$ cat config.mk
export PLATFORM = sky130hd
export DESIGN_NAME = sdiv_mmio
export DESIGN_NICKNAME = d
export VERILOG_FILES = /design/src/rtl/sdiv_pkg.sv /design/src/rtl/sdiv_fixup.sv /design/src/rtl/sdiv_core.sv /design/src/rtl/sdiv_mmio.sv
export SDC_FILE = /design/constraint.sdc
export NUM_CORES = 1
export LEC_CHECK = 0
export ABC_AREA = 1
export BUFFER_PORTS_ARGS = -buffer_cell sky130_fd_sc_hd__buf_2
export CAP_MARGIN = 0
export CORE_MARGIN = 2
export CORE_UTILIZATION = 40
export DETAILED_ROUTE_END_ITERATION = 7
export PLACE_DENSITY = 0.58
export SLEW_MARGIN = 10
export SYNTH_ARGS = -nofsm -noshare
export SYNTH_HDL_FRONTEND = slang
export SYNTH_HIERARCHICAL = 1
export SYNTH_SLANG_ARGS = --single-unit
export TNS_END_PERCENT = 100
$ cat constraint.sdc
create_clock -name clk -period 7.4 [get_ports clk]
set_input_delay 1.11 -clock clk [delete_from_list [all_inputs] [get_ports clk]]
set_output_delay 1.11 -clock clk [all_outputs]
set_load 0.05 [all_outputs]
$ cat src/rtl/sdiv_pkg.sv
package sdiv_pkg;
    // byte offsets of the register bank (software-visible, behaviour depends on them)
    localparam int OFS_DVSR  = 'h100;
    localparam int OFS_DVD32 = 'h104;
    localparam int OFS_HI    = 'h110;
    localparam int OFS_LO    = 'h114;
    localparam int OFS_REMM  = 'h118;
    localparam int OFS_QUOM  = 'h11C;

    typedef enum logic [1:0] {
        ST_IDLE = 2'd0,
        ST_STEP = 2'd1,
        ST_FIN  = 2'd2
    } div_state_e;
endpackage

$ cat src/rtl/sdiv_fixup.sv
module sdiv_fixup #(
    parameter int DW = 32
) (
    input  logic [DW+1:0]   p_in,
    input  logic [2*DW-1:0] qmag_in,
    input  logic [DW-1:0]   dmag_in,
    input  logic            neg_q_in,
    input  logic            neg_r_in,
    output logic            dz_o,
    output logic [DW-1:0]   quo_o,
    output logic [DW-1:0]   rem_o
);
    localparam int QW = 2 * DW;
    localparam int PW = DW + 2;
    localparam logic [DW-1:0] Q_MAX = {1'b0, {(DW-1){1'b1}}};
    localparam logic [DW-1:0] Q_MIN = {1'b1, {(DW-1){1'b0}}};

    logic [PW-1:0] rfix;
    logic [QW-1:0] lim;
    logic          ovf;

    always_comb begin
        // single remainder correction of the non-restoring sequence
        rfix = p_in[PW-1] ? (p_in + {2'b00, dmag_in}) : p_in;
        lim  = (QW'(1) << (DW - 1)) - (neg_q_in ? QW'(0) : QW'(1));
        ovf  = (qmag_in > lim);
        dz_o = (dmag_in == '0);

        if (dz_o) begin
            quo_o = '0;
        end else if (ovf) begin
            quo_o = neg_q_in ? Q_MIN : Q_MAX;
        end else begin
            quo_o = neg_q_in ? (-qmag_in[DW-1:0]) : qmag_in[DW-1:0];
        end

        if (dz_o) begin
            rem_o = '0;
        end else begin
            rem_o = neg_r_in ? (-rfix[DW-1:0]) : rfix[DW-1:0];
        end
    end
endmodule

$ cat src/rtl/sdiv_core.sv
module sdiv_core #(
    parameter int DW = 32
) (
    input  logic            clk,
    input  logic            rst_n,
    input  logic            start,
    input  logic [2*DW-1:0] dvd,
    input  logic [DW-1:0]   dvs,
    output logic            busy,
    output logic            done,
    output logic            dz,
    output logic [DW-1:0]   quo,
    output logic [DW-1:0]   rem
);
    import sdiv_pkg::*;

    localparam int QW = 2 * DW;
    localparam int PW = DW + 2;
    localparam int CW = $clog2(QW);

    typedef struct packed {
        div_state_e    state;
        logic [CW-1:0] cnt;
        logic [PW-1:0] p;
        logic [QW-1:0] q;
        logic [DW-1:0] d;
        logic          neg_q;
        logic          neg_r;
    } core_s;

    core_s c_q, c_d;
    logic [PW-1:0] pin, pnext;

    always_comb begin
        c_d   = c_q;
        pin   = {c_q.p[PW-2:0], c_q.q[QW-1]};
        pnext = c_q.p[PW-1] ? (pin + {2'b00, c_q.d}) : (pin - {2'b00, c_q.d});
        case (c_q.state)
            ST_IDLE: begin
                if (start) begin
                    c_d.state = ST_STEP;
                    c_d.cnt   = '0;
                    c_d.p     = '0;
                    c_d.q     = dvd[QW-1] ? (-dvd) : dvd;
                    c_d.d     = dvs[DW-1] ? (-dvs) : dvs;
                    c_d.neg_q = dvd[QW-1] ^ dvs[DW-1];
                    c_d.neg_r = dvd[QW-1];
                end
            end
            ST_STEP: begin
                c_d.p   = pnext;
                c_d.q   = {c_q.q[QW-2:0], ~pnext[PW-1]};
                c_d.cnt = c_q.cnt + CW'(1);
                if (c_q.cnt == CW'(QW - 1)) begin
                    c_d.state = ST_FIN;
                end
            end
            default: begin
                c_d.state = ST_IDLE;
            end
        endcase
    end

    always_ff @(posedge clk or negedge rst_n) begin
        if (!rst_n) begin
            c_q <= '0;
        end else begin
            c_q <= c_d;
        end
    end

    assign busy = (c_q.state != ST_IDLE);
    assign done = (c_q.state == ST_FIN);

    sdiv_fixup #(.DW(DW)) fix_i (
        .p_in     (c_q.p),
        .qmag_in  (c_q.q),
        .dmag_in  (c_q.d),
        .neg_q_in (c_q.neg_q),
        .neg_r_in (c_q.neg_r),
        .dz_o     (dz),
        .quo_o    (quo),
        .rem_o    (rem)
    );
endmodule

$ cat src/rtl/sdiv_mmio.sv
module sdiv_mmio #(
    parameter int DW = 32,
    parameter int AW = 9
) (
    input  logic          clk,
    input  logic          rst_n,
    input  logic          wr_en,
    input  logic [AW-1:0] wr_addr,
    input  logic [DW-1:0] wr_data,
    input  logic [AW-1:0] rd_addr,
    output logic [DW-1:0] rd_data,
    output logic          busy
);
    import sdiv_pkg::*;

    typedef struct packed {
        logic [DW-1:0] dvsr;
        logic [DW-1:0] dvd32;
        logic [DW-1:0] hi;
        logic [DW-1:0] lo;
        logic [DW-1:0] remm;
        logic [DW-1:0] quom;
        logic          mode64;
    } bank_s;

    bank_s r_q, r_d;

    function automatic logic at_ofs(input logic [AW-1:0] a, input int ofs);
        logic [AW-1:0] o;
        o = AW'(ofs);
        return a[AW-1:2] == o[AW-1:2];
    endfunction

    logic          accept, start;
    logic          core_busy, core_done, core_dz;
    logic [DW-1:0] core_quo, core_rem;
    logic [2*DW-1:0] dvd_w;

    assign accept = wr_en && !core_busy;
    assign start  = accept && (at_ofs(wr_addr, OFS_DVD32) || at_ofs(wr_addr, OFS_LO));
    assign dvd_w  = at_ofs(wr_addr, OFS_LO) ? {r_q.hi, wr_data}
                                            : {{DW{wr_data[DW-1]}}, wr_data};

    sdiv_core #(.DW(DW)) core_i (
        .clk   (clk),
        .rst_n (rst_n),
        .start (start),
        .dvd   (dvd_w),
        .dvs   (r_q.dvsr),
        .busy  (core_busy),
        .done  (core_done),
        .dz    (core_dz),
        .quo   (core_quo),
        .rem   (core_rem)
    );

    always_comb begin
        r_d = r_q;
        if (accept) begin
            if (at_ofs(wr_addr, OFS_DVSR)) r_d.dvsr = wr_data;
            if (at_ofs(wr_addr, OFS_HI))   r_d.hi   = wr_data;
            if (at_ofs(wr_addr, OFS_REMM)) r_d.remm = wr_data;
            if (at_ofs(wr_addr, OFS_QUOM)) r_d.quom = wr_data;
            if (at_ofs(wr_addr, OFS_DVD32)) begin
                r_d.dvd32  = wr_data;
                r_d.mode64 = 1'b0;
            end
            if (at_ofs(wr_addr, OFS_LO)) begin
                r_d.lo     = wr_data;
                r_d.mode64 = 1'b1;
            end
        end
        if (core_done) begin
            r_d.hi   = core_rem;
            r_d.remm = core_rem;
            r_d.lo   = core_quo;
            r_d.quom = core_quo;
            if (!r_q.mode64 && !core_dz) begin
                r_d.dvd32 = core_quo;
            end
        end
    end

    always_ff @(posedge clk or negedge rst_n) begin
        if (!rst_n) begin
            r_q <= '0;
        end else begin
            r_q <= r_d;
        end
    end

    always_comb begin
        rd_data = '0;
        if (at_ofs(rd_addr, OFS_DVSR))  rd_data = r_q.dvsr;
        if (at_ofs(rd_addr, OFS_DVD32)) rd_data = r_q.dvd32;
        if (at_ofs(rd_addr, OFS_HI))    rd_data = r_q.hi;
        if (at_ofs(rd_addr, OFS_LO))    rd_data = r_q.lo;
        if (at_ofs(rd_addr, OFS_REMM))  rd_data = r_q.remm;
        if (at_ofs(rd_addr, OFS_QUOM))  rd_data = r_q.quom;
    end

    assign busy = core_busy;
endmodule

==> impl_metrics.yaml, run 1 <==
outcome:
  outcome: "finished, final reports clean"
pwr:
  power.ir.vdd_worst_mv: 0.229
  power.share.clock: 0.217
  p_seq_frac: 0.279
  p_per_area_nw_per_um2: 338
  switching_share: 0.486
  combPwrFrac: 0.505
  total_switching_power_w: 0.00496
  post-layout-total-power_w: 0.0102
  internal_power_w: 0.00525
  leakage_power_nw: 15.1
timing:
  fmax_mhz: 192
  finalSetupViolations: 0
  tns_ns: 0
  ratio_of_final_minimum_period_to_clock_period: 0.702
  tightest_slew_ns: 1.19
  timing_max_transition_violations_final: 0
  finalHoldViolations: 0
  post-route-worst-setup-slack_ns: 2.20
  slew_headroom: 0.209
  clock_period_minus_final_worst_setup_slack_ns: 5.20
  finalClockSkew_ns: 0.0625
  unrepaired_setup_endpoints_after_global_routing: "no"
worst_hold_path:
  hold_path_class: "flip-flop to flip-flop"
setup_path:
  cp_cell_sequence: "inv_1, ha_1, nand4_1, inv_1, nand4_1, nor4_1, nand2_1, nand4_1, nand2_1, o21ai_2, a21oi_1, nand2_1, o21ai_0, nand2_1, nand2_1"
  worstSetupPathType: "flip-flop to flip-flop"
  critical_path.endpoint_type: "flip-flop"
  cp_data_required_time_ns: 7.86
  worstPathArrival_ns: 5.66
  most_frequent_cell_on_critical_path: "sky130_fd_sc_hd__nand2_1"
  cp_slowest_cell: "sky130_fd_sc_hd__o21ai_2"
  worst_stage_delay_on_the_critical_path_ns: 1.04
  worstSetupStartpointType: "flip-flop"
  worstPathMaxFanout: 55
global_routing:
  grt_pass1_wl_mm: 167
  grt_start_max_net_pins: 131
  grt_usage: 0.305
  antenna_found_initial: 4
  first_global_vias: 27500
  globalRouteOverflowTotal: 0
finish:
  mostFrequentLayoutCells: "1,358 x sky130_fd_sc_hd__nand2_1, 530 x sky130_fd_sc_hd__nand3_1, 446 x sky130_fd_sc_hd__inv_1"
  synthToLayoutAreaGrowth_pct: 9.57
  nFillCells: 7409
  diodes: 0
  drive_above_1_share: 0.0739
  register_area_um2: 8340
  final_net_count: 4508
  multi_input_comb_area_um2: 16800
  mostFrequentLayoutCell: "sky130_fd_sc_hd__nand2_1"
clock_tree:
  clock_tree.buffer_depth: 3
  clock_insertion_delay_worst_skew_ns: 0.62
  cts-buffers-inserted: 44
  cts-hold-fix-buffers: 0
  cts_num_sinks: 333
  cts.clk_slew.worst_paths_ns: 0.06
  cts_root_buf: "sky130_fd_sc_hd__clkbuf_16"
  ctsHtreeMaxLevel: 2
  cts_resized: 0
  postCtsSetupRepairBufs: 0
  cts_tree: "built"
logic_synthesis:
  syn-mean-instance-area_um2: 6.31
  syn-instance-count: 4374
  edff_count_synth: 0
  yosysWarnings: 6
  synth.cell_area_um2: 27600
  ys.flop_type: "sky130_fd_sc_hd__dfrtp_1"
  yosysSeqAreaShare: 0.302
  number_of_distinct_library_cells_after_synthesis: 59
  synth_async_sr_flop_share: 1.00
  synth.ff_latch_count: 333
  synth.net_count: 4531
floorplan:
  chipWidth_um: 267
  floorplan.die_area_um2: 71100
  rows: 96
  initial_utilization: 0.403
  die_height_um: 267
  io_pins: 86
  core-area_um2: 68500
job:
  maxCapViolCount: 0
placement:
  finalWeightedCongestion: 0.990
  place.port_buffers: 81
  detail_placement_hpwl_mm: 81.1
  post-place-ws_ns: 2.38
drt:
  vias: 29400
  dr.pass1.iters: 6
  final_antenna_net_count: 0
  detail_route.wl_per_cell_um: 20.7
  route.detailed.drc: 0
  vias_per_cell: 5.57
  drt_iter0_drc: 2950
  wirelength_mm: 109
==> layout make-up <==
| type | instances | share of cell area |
|---|---|---|
| clock buffers | 58 | 0.0408 |
| clock inverters | 21 | 0.00848 |
| inverters | 473 | 0.0588 |
| multi-input cells | 3383 | 0.556 |
| flip-flops and latches | 333 | 0.276 |
| well taps | 882 | 0.0365 |
| repair buffers | 116 | 0.0233 |
==> routing by layer <==
layer | GRT usage | part of all wire
met1 | 0.390 | 0.42
met2 | 0.491 | 0.45
met3 | 0.0444 | 0.063
met4 | 0.180 | 0.066
met5 | 0 | 0.00021
==> stage by stage <==
| step | instance area [um2] | hold slack [ns] | std cells | utilization |
|---|---|---|---|---|
| global route | 30200 | 0.519 | 5266 | 0.442 |
| floorplan | 27600 | 0.442 | 4374 | - |
| CTS | 30200 | 0.488 | 5266 | 0.442 |
| finish | 30200 | 0.490 | 5266 | 0.442 |
| detailed placement | 28700 | 0.466 | 5187 | 0.420 |
| global placement | 28700 | 0.452 | 5187 | 0.420 |
==> cell families (layout without fill, tap and decap cells) <==
family	count (synthesis)	count (layout)	share of synthesized area
AO/OA/AOI/OAI	586	586	0.118
adder cells (fa/ha/maj)	104	104	0.0477
XOR/XNOR	87	87	0.0276
AND/OR/NAND/NOR	2606	2606	0.413
flip-flops	333	333	0.302
buffers and inverters	658	668	0.0918
==> power by group through the flow <==
stage	Sequential, W	Combinational (W)	Clock, W
2_1_floorplan	0.00258	0.00384	0
3_3_place_gp	0.00287	0.00503	0
3_5_place_dp	0.00286	0.00507	0
4_1_cts	0.00284	0.00511	0.00225
5_1_grt	0.00289	0.00584	0.00233
6_report	0.00284	0.00515	0.00222
==> cell usage after synthesis (3+ instances only) <==
library cell,number,share of area
sky130_fd_sc_hd__o21ai_0,248,0.045
sky130_fd_sc_hd__o211ai_1,9,0.0024
sky130_fd_sc_hd__nor2_2,21,0.0048
sky130_fd_sc_hd__buf_1,23,0.0031
sky130_fd_sc_hd__nand2_2,12,0.0027
sky130_fd_sc_hd__and2_1,4,0.00091
sky130_fd_sc_hd__buf_2,44,0.0080
sky130_fd_sc_hd__nor3_2,5,0.0018
sky130_fd_sc_hd__or2_0,4,0.00091
sky130_fd_sc_hd__xor2_1,60,0.019
sky130_fd_sc_hd__o21a_1,4,0.0011
sky130_fd_sc_hd__clkbuf_1,117,0.016
sky130_fd_sc_hd__nor4_1,33,0.0075
sky130_fd_sc_hd__a21oi_1,161,0.029
sky130_fd_sc_hd__nand2_4,4,0.0016
sky130_fd_sc_hd__nand2_1,1358,0.18
sky130_fd_sc_hd__nor3_1,39,0.0071
sky130_fd_sc_hd__or2_2,20,0.0045
sky130_fd_sc_hd__o21ai_2,3,0.00095
sky130_fd_sc_hd__nor3b_1,3,0.00082
sky130_fd_sc_hd__xnor2_1,27,0.0086
sky130_fd_sc_hd__nand3b_1,17,0.0046
sky130_fd_sc_hd__clkinv_1,5,0.00068
sky130_fd_sc_hd__o21ai_1,59,0.011
sky130_fd_sc_hd__nand3_1,532,0.096
sky130_fd_sc_hd__a31oi_1,10,0.0023
sky130_fd_sc_hd__nor2_1,412,0.056
sky130_fd_sc_hd__dfrtp_1,333,0.30
sky130_fd_sc_hd__nor2_4,9,0.0037
sky130_fd_sc_hd__nand3_2,12,0.0044
sky130_fd_sc_hd__o31ai_1,11,0.0030
sky130_fd_sc_hd__ha_1,102,0.046
sky130_fd_sc_hd__a22oi_1,52,0.014
sky130_fd_sc_hd__inv_2,22,0.0030
sky130_fd_sc_hd__nand4_1,112,0.025
sky130_fd_sc_hd__inv_1,446,0.061
sky130_fd_sc_hd__o21bai_1,10,0.0027
==> final timing paths <==
check | from | to | slack (ns) | cells after the start
worst max-delay path | core_i/c_q[1] | r_q[25] | 2.20 | 15
worst min-delay path | core_i/c_q[137] | core_i/c_q[138] | 0.49 | 1
worst max register to register | core_i/c_q[1] | r_q[25] | 2.20 | 15
worst min register to register | core_i/c_q[137] | core_i/c_q[138] | 0.49 | 1
max in group asynchronous | rst_n | r_q[55] | 5.48 | 2
min in group asynchronous | rst_n | core_i/c_q[125] | 0.50 | 1
==> flip-flops by register name, indices dropped and copies added (netlist names) <==
register    count
core_i/c_q    140
r_q           193
==> critical path, delay by kind of cell, from the launching register on <==
kind / cells / cell delay, ns
fa+ha+maj: 1 / 0.48
simple gates: 9 / 1.37
buf+inv: 2 / 0.67
flops: 1 / 0.99
compound gates: 3 / 1.54
Power figures use the tool's default switching activity.
==> inputs of run 2 (changes only) <==
--- a/config.mk
+++ b/config.mk
@@ -5,13 +5,13 @@
 export SDC_FILE = /design/constraint.sdc
 export NUM_CORES = 1
 export LEC_CHECK = 0
-export ABC_AREA = 1
+export ABC_AREA = 0
 export BUFFER_PORTS_ARGS = -buffer_cell sky130_fd_sc_hd__buf_2
 export CAP_MARGIN = 0
 export CORE_MARGIN = 2
 export CORE_UTILIZATION = 40
 export DETAILED_ROUTE_END_ITERATION = 7
-export PLACE_DENSITY = 0.58
+export PLACE_DENSITY = 0.6
 export SLEW_MARGIN = 10
 export SYNTH_ARGS = -nofsm -noshare
 export SYNTH_HDL_FRONTEND = slang
==> constraint.sdc (replaced) <==
create_clock -name clk -period 4.5 [get_ports clk]
set_input_delay 0.675 -clock clk [delete_from_list [all_inputs] [get_ports clk]]
set_output_delay 0.675 -clock clk [all_outputs]
set_load 0.05 [all_outputs]
==> impl_metrics.yaml, run 2 <==
pwr:
  power.ir.vdd_worst_mv: 0.305
  power.share.clock: 0.221
  switching_share: 0.440
  total_switching_power_w: 0.00670
  p_seq_frac: 0.275
  p_per_area_nw_per_um2: 524
  leakage_power_nw: 12.6
  internal_power_w: 0.00852
  combPwrFrac: 0.504
outcome:
  outcome: "finished, final reports clean"
floorplan:
  io_pins: 86
  die_height_um: 258
  floorplan.die_area_um2: 66700
  core-area_um2: 64200
  initial_utilization: 0.403
  chipWidth_um: 258
  rows: 93
finish:
  max_reg_flops: 193
  drive_above_1_share: 0.113
  final_net_count: 3421
  reg.largest.list: "r_q: 193 flops, core_i/c_q: 140 flops"
  synthToLayoutAreaGrowth_pct: 12.2
  regMostFlops: "r_q"
  mostFrequentLayoutCells: "373 x sky130_fd_sc_hd__nand2_1, 347 x sky130_fd_sc_hd__a21oi_1, 331 x sky130_fd_sc_hd__dfrtp_1"
  post-route-cell-area_um2: 29000
  mostFrequentLayoutCell: "sky130_fd_sc_hd__nand2_1"
logic_synthesis:
  synthTopCellsByCount: "375 x sky130_fd_sc_hd__nand2_1, 347 x sky130_fd_sc_hd__a21oi_1, 333 x sky130_fd_sc_hd__dfrtp_1"
  syn-instance-count: 3223
  synth_largest_type_area_fraction: 0.322
  synth.net_count: 3380
  synth_async_sr_flop_share: 1.00
  syn-mean-instance-area_um2: 8.03
  yosysWarnings: 6
  edff_count_synth: 0
  synth.cell_area_um2: 25900
  synth.top_cells.by_area: "sky130_fd_sc_hd__dfrtp_1 32%, sky130_fd_sc_hd__a21oi_1 6.7%, sky130_fd_sc_hd__nand2_1 5.4%"
  ys.flop_type: "sky130_fd_sc_hd__dfrtp_1"
  post-synth-top-count-cell: "sky130_fd_sc_hd__nand2_1"
  synthDominantAreaCellType: "sky130_fd_sc_hd__dfrtp_1"
  yosysSeqAreaShare: 0.322
  synth.ff_latch_count: 333
  number_of_distinct_library_cells_after_synthesis: 96
setup_path:
  worst_r2r_path_depth: 13
  endpoint_of_the_most_critical_setup_path: "r_q[75]"
  worstSetupPathType: "flip-flop to flip-flop"
  worstPathArrival_ns: 4.80
  cp_data_required_time_ns: 4.99
  worstSetupStartpoint: "core_i/c_q[1]"
  crit-reg2reg-launch: "core_i/c_q[1]"
  rr_endpoint: "r_q[75]"
  critical_path.endpoint_type: "flip-flop"
  worstSetupStartpointType: "flip-flop"
  ff2ff_setup_slack_ns: 0.19
  worstPathMaxFanout: 24
timing:
  post-route-worst-setup-slack_ns: 0.189
  timing_max_transition_violations_final: 0
  finalHoldViolations: 0
  slew_headroom: 0.308
  clock_period_minus_final_worst_setup_slack_ns: 4.31
  unrepaired_setup_endpoints_after_global_routing: "no"
  fmax_mhz: 232
  tns_ns: 0
  finalClockSkew_ns: 0.0156
  finalSetupViolations: 0
  ratio_of_final_minimum_period_to_clock_period: 0.958
  tightest_slew_ns: 1.04
clock_tree:
  cts.clk_slew.worst_paths_ns: 0.06
  cts-hold-fix-buffers: 0
  cts_root_buf: "sky130_fd_sc_hd__clkbuf_16"
  cts_num_sinks: 333
  ctsHtreeMaxLevel: 2
  clock_insertion_delay_worst_skew_ns: 0.59
  clock_tree.buffer_depth: 3
  cts-buffers-inserted: 41
  cts_tree: "built"
global_routing:
  first_global_vias: 23800
  grt_pass1_wl_mm: 144
  globalRouteOverflowTotal: 0
  grt_start_max_net_pins: 112
  grt_usage: 0.274
  antenna_found_initial: 6
placement:
  detail_placement_hpwl_mm: 65.9
  finalWeightedCongestion: 0.907
  post-place-ws_ns: 0.152
  place.port_buffers: 81
  placedInstanceArea_um2: 27600
drt:
  vias_per_cell: 6.17
  wirelength_mm: 93.5
  vias: 25600
  route.detailed.drc: 0
  detail_route.wl_per_cell_um: 22.5
  final_antenna_net_count: 0
  drt_iter0_drc: 2598
  dr.pass1.iters: 7
worst_hold_path:
  hold_path_class: "input pin to async pin"
job:
  maxCapViolCount: 0
-- run 2: cell types whose count changed after synthesis, sizes merged, moves of 88 or more --
cell and delta:
inv -418, nand3 -486, nand2 -999, a31oi +102, mux2i +88, a21oi +186
nor2 -134
-- run 2: area by class of cell --
type                    instances  area [um2]
diodes                          1        2.50
clock inverters                11         109
fillers                      6531       35200
well taps                     855        1070
repair buffers                222        1600
inverters                      51         193
flip-flops and latches        333        8340
clock buffers                  65        1220
multi-input cells            2615       16500
-- run 2: through the flow --
step	power [W]	hold WS [ns]	instances	utilization
floorplan	0.00942	0.379	3223	-
global placement	0.0117	0.473	4074	0.430
detailed placement	0.0117	0.472	4074	0.430
CTS	0.0151	0.212	4150	0.451
global route	0.0163	0.225	4152	0.452
finish	0.0152	0.158	4153	0.452
-- run 2: how the worst min path moves through the flow --
stage / startpoint / end / slack [ns] / cells past startpoint
floorplan: rst_n / core_i/c_q[0] / 0.38 / 0
global placement: core_i/c_q[137] / core_i/c_q[137] / 0.47 / 1
detailed placement: core_i/c_q[137] / core_i/c_q[137] / 0.47 / 1
CTS: rst_n / core_i/c_q[128] / 0.21 / 1
global route: rst_n / core_i/c_q[128] / 0.22 / 1
finish: rst_n / core_i/c_q[128] / 0.16 / 1
-- run 2: kinds of logic (layout without fill, tap and decap cells) --
group                    count (synthesis)  in the layout  share of synthesized area
other                                    0              1                          0
AND/OR/NAND/NOR                       1155           1155                      0.218
adder cells (fa/ha/maj)                104            104                     0.0509
multiplexers                           124            124                     0.0497
XOR/XNOR                               161            161                     0.0545
flip-flops                             333            333                      0.322
buffers and inverters                  275            349                     0.0438
AO/OA/AOI/OAI                         1071           1071                      0.261
-- run 2: power by group through the flow --
stage	Combinational [W]	Clock [W]	Sequential, W
final	0.00767	0.00336	0.00419
after global routing	0.00851	0.00351	0.00426
after detailed placement	0.00749	0	0.00423
after global placement	0.00746	0	0.00423
after floorplan	0.00544	0	0.00399
after CTS	0.00753	0.00340	0.00418
-- run 2: worst max-delay path, stage by stage, from the launching register on --
cell                       delay [ns]
sky130_fd_sc_hd__dfrtp_2         0.54
sky130_fd_sc_hd__ha_1            0.35
sky130_fd_sc_hd__nand2_1         0.07
sky130_fd_sc_hd__nor3_1          0.29
sky130_fd_sc_hd__nand2_1         0.11
sky130_fd_sc_hd__nor4_1          0.40
sky130_fd_sc_hd__nand4_1         0.25
sky130_fd_sc_hd__a21boi_1        0.19
sky130_fd_sc_hd__a311o_1         0.33
sky130_fd_sc_hd__or2_2           0.49
sky130_fd_sc_hd__or3_1           0.42
sky130_fd_sc_hd__a31oi_1         0.41
sky130_fd_sc_hd__nor2_1          0.12
sky130_fd_sc_hd__nor3_1          0.23
-- run 2: layer usage --
metal,global-route usage,vias up,wire length (um)
li1,-,12000,-
met5,0,-,35
met2,0.428,969,42300
met1,0.389,12500,41500
met3,0.0355,185,6490
met4,0.0955,6,3140
-- run 2: timing repair --
item                                    4_1_cts  5_1_grt
setup buffers                                 0        2
endpoints found under the setup margin        0       34
gates resized for setup                       0       12
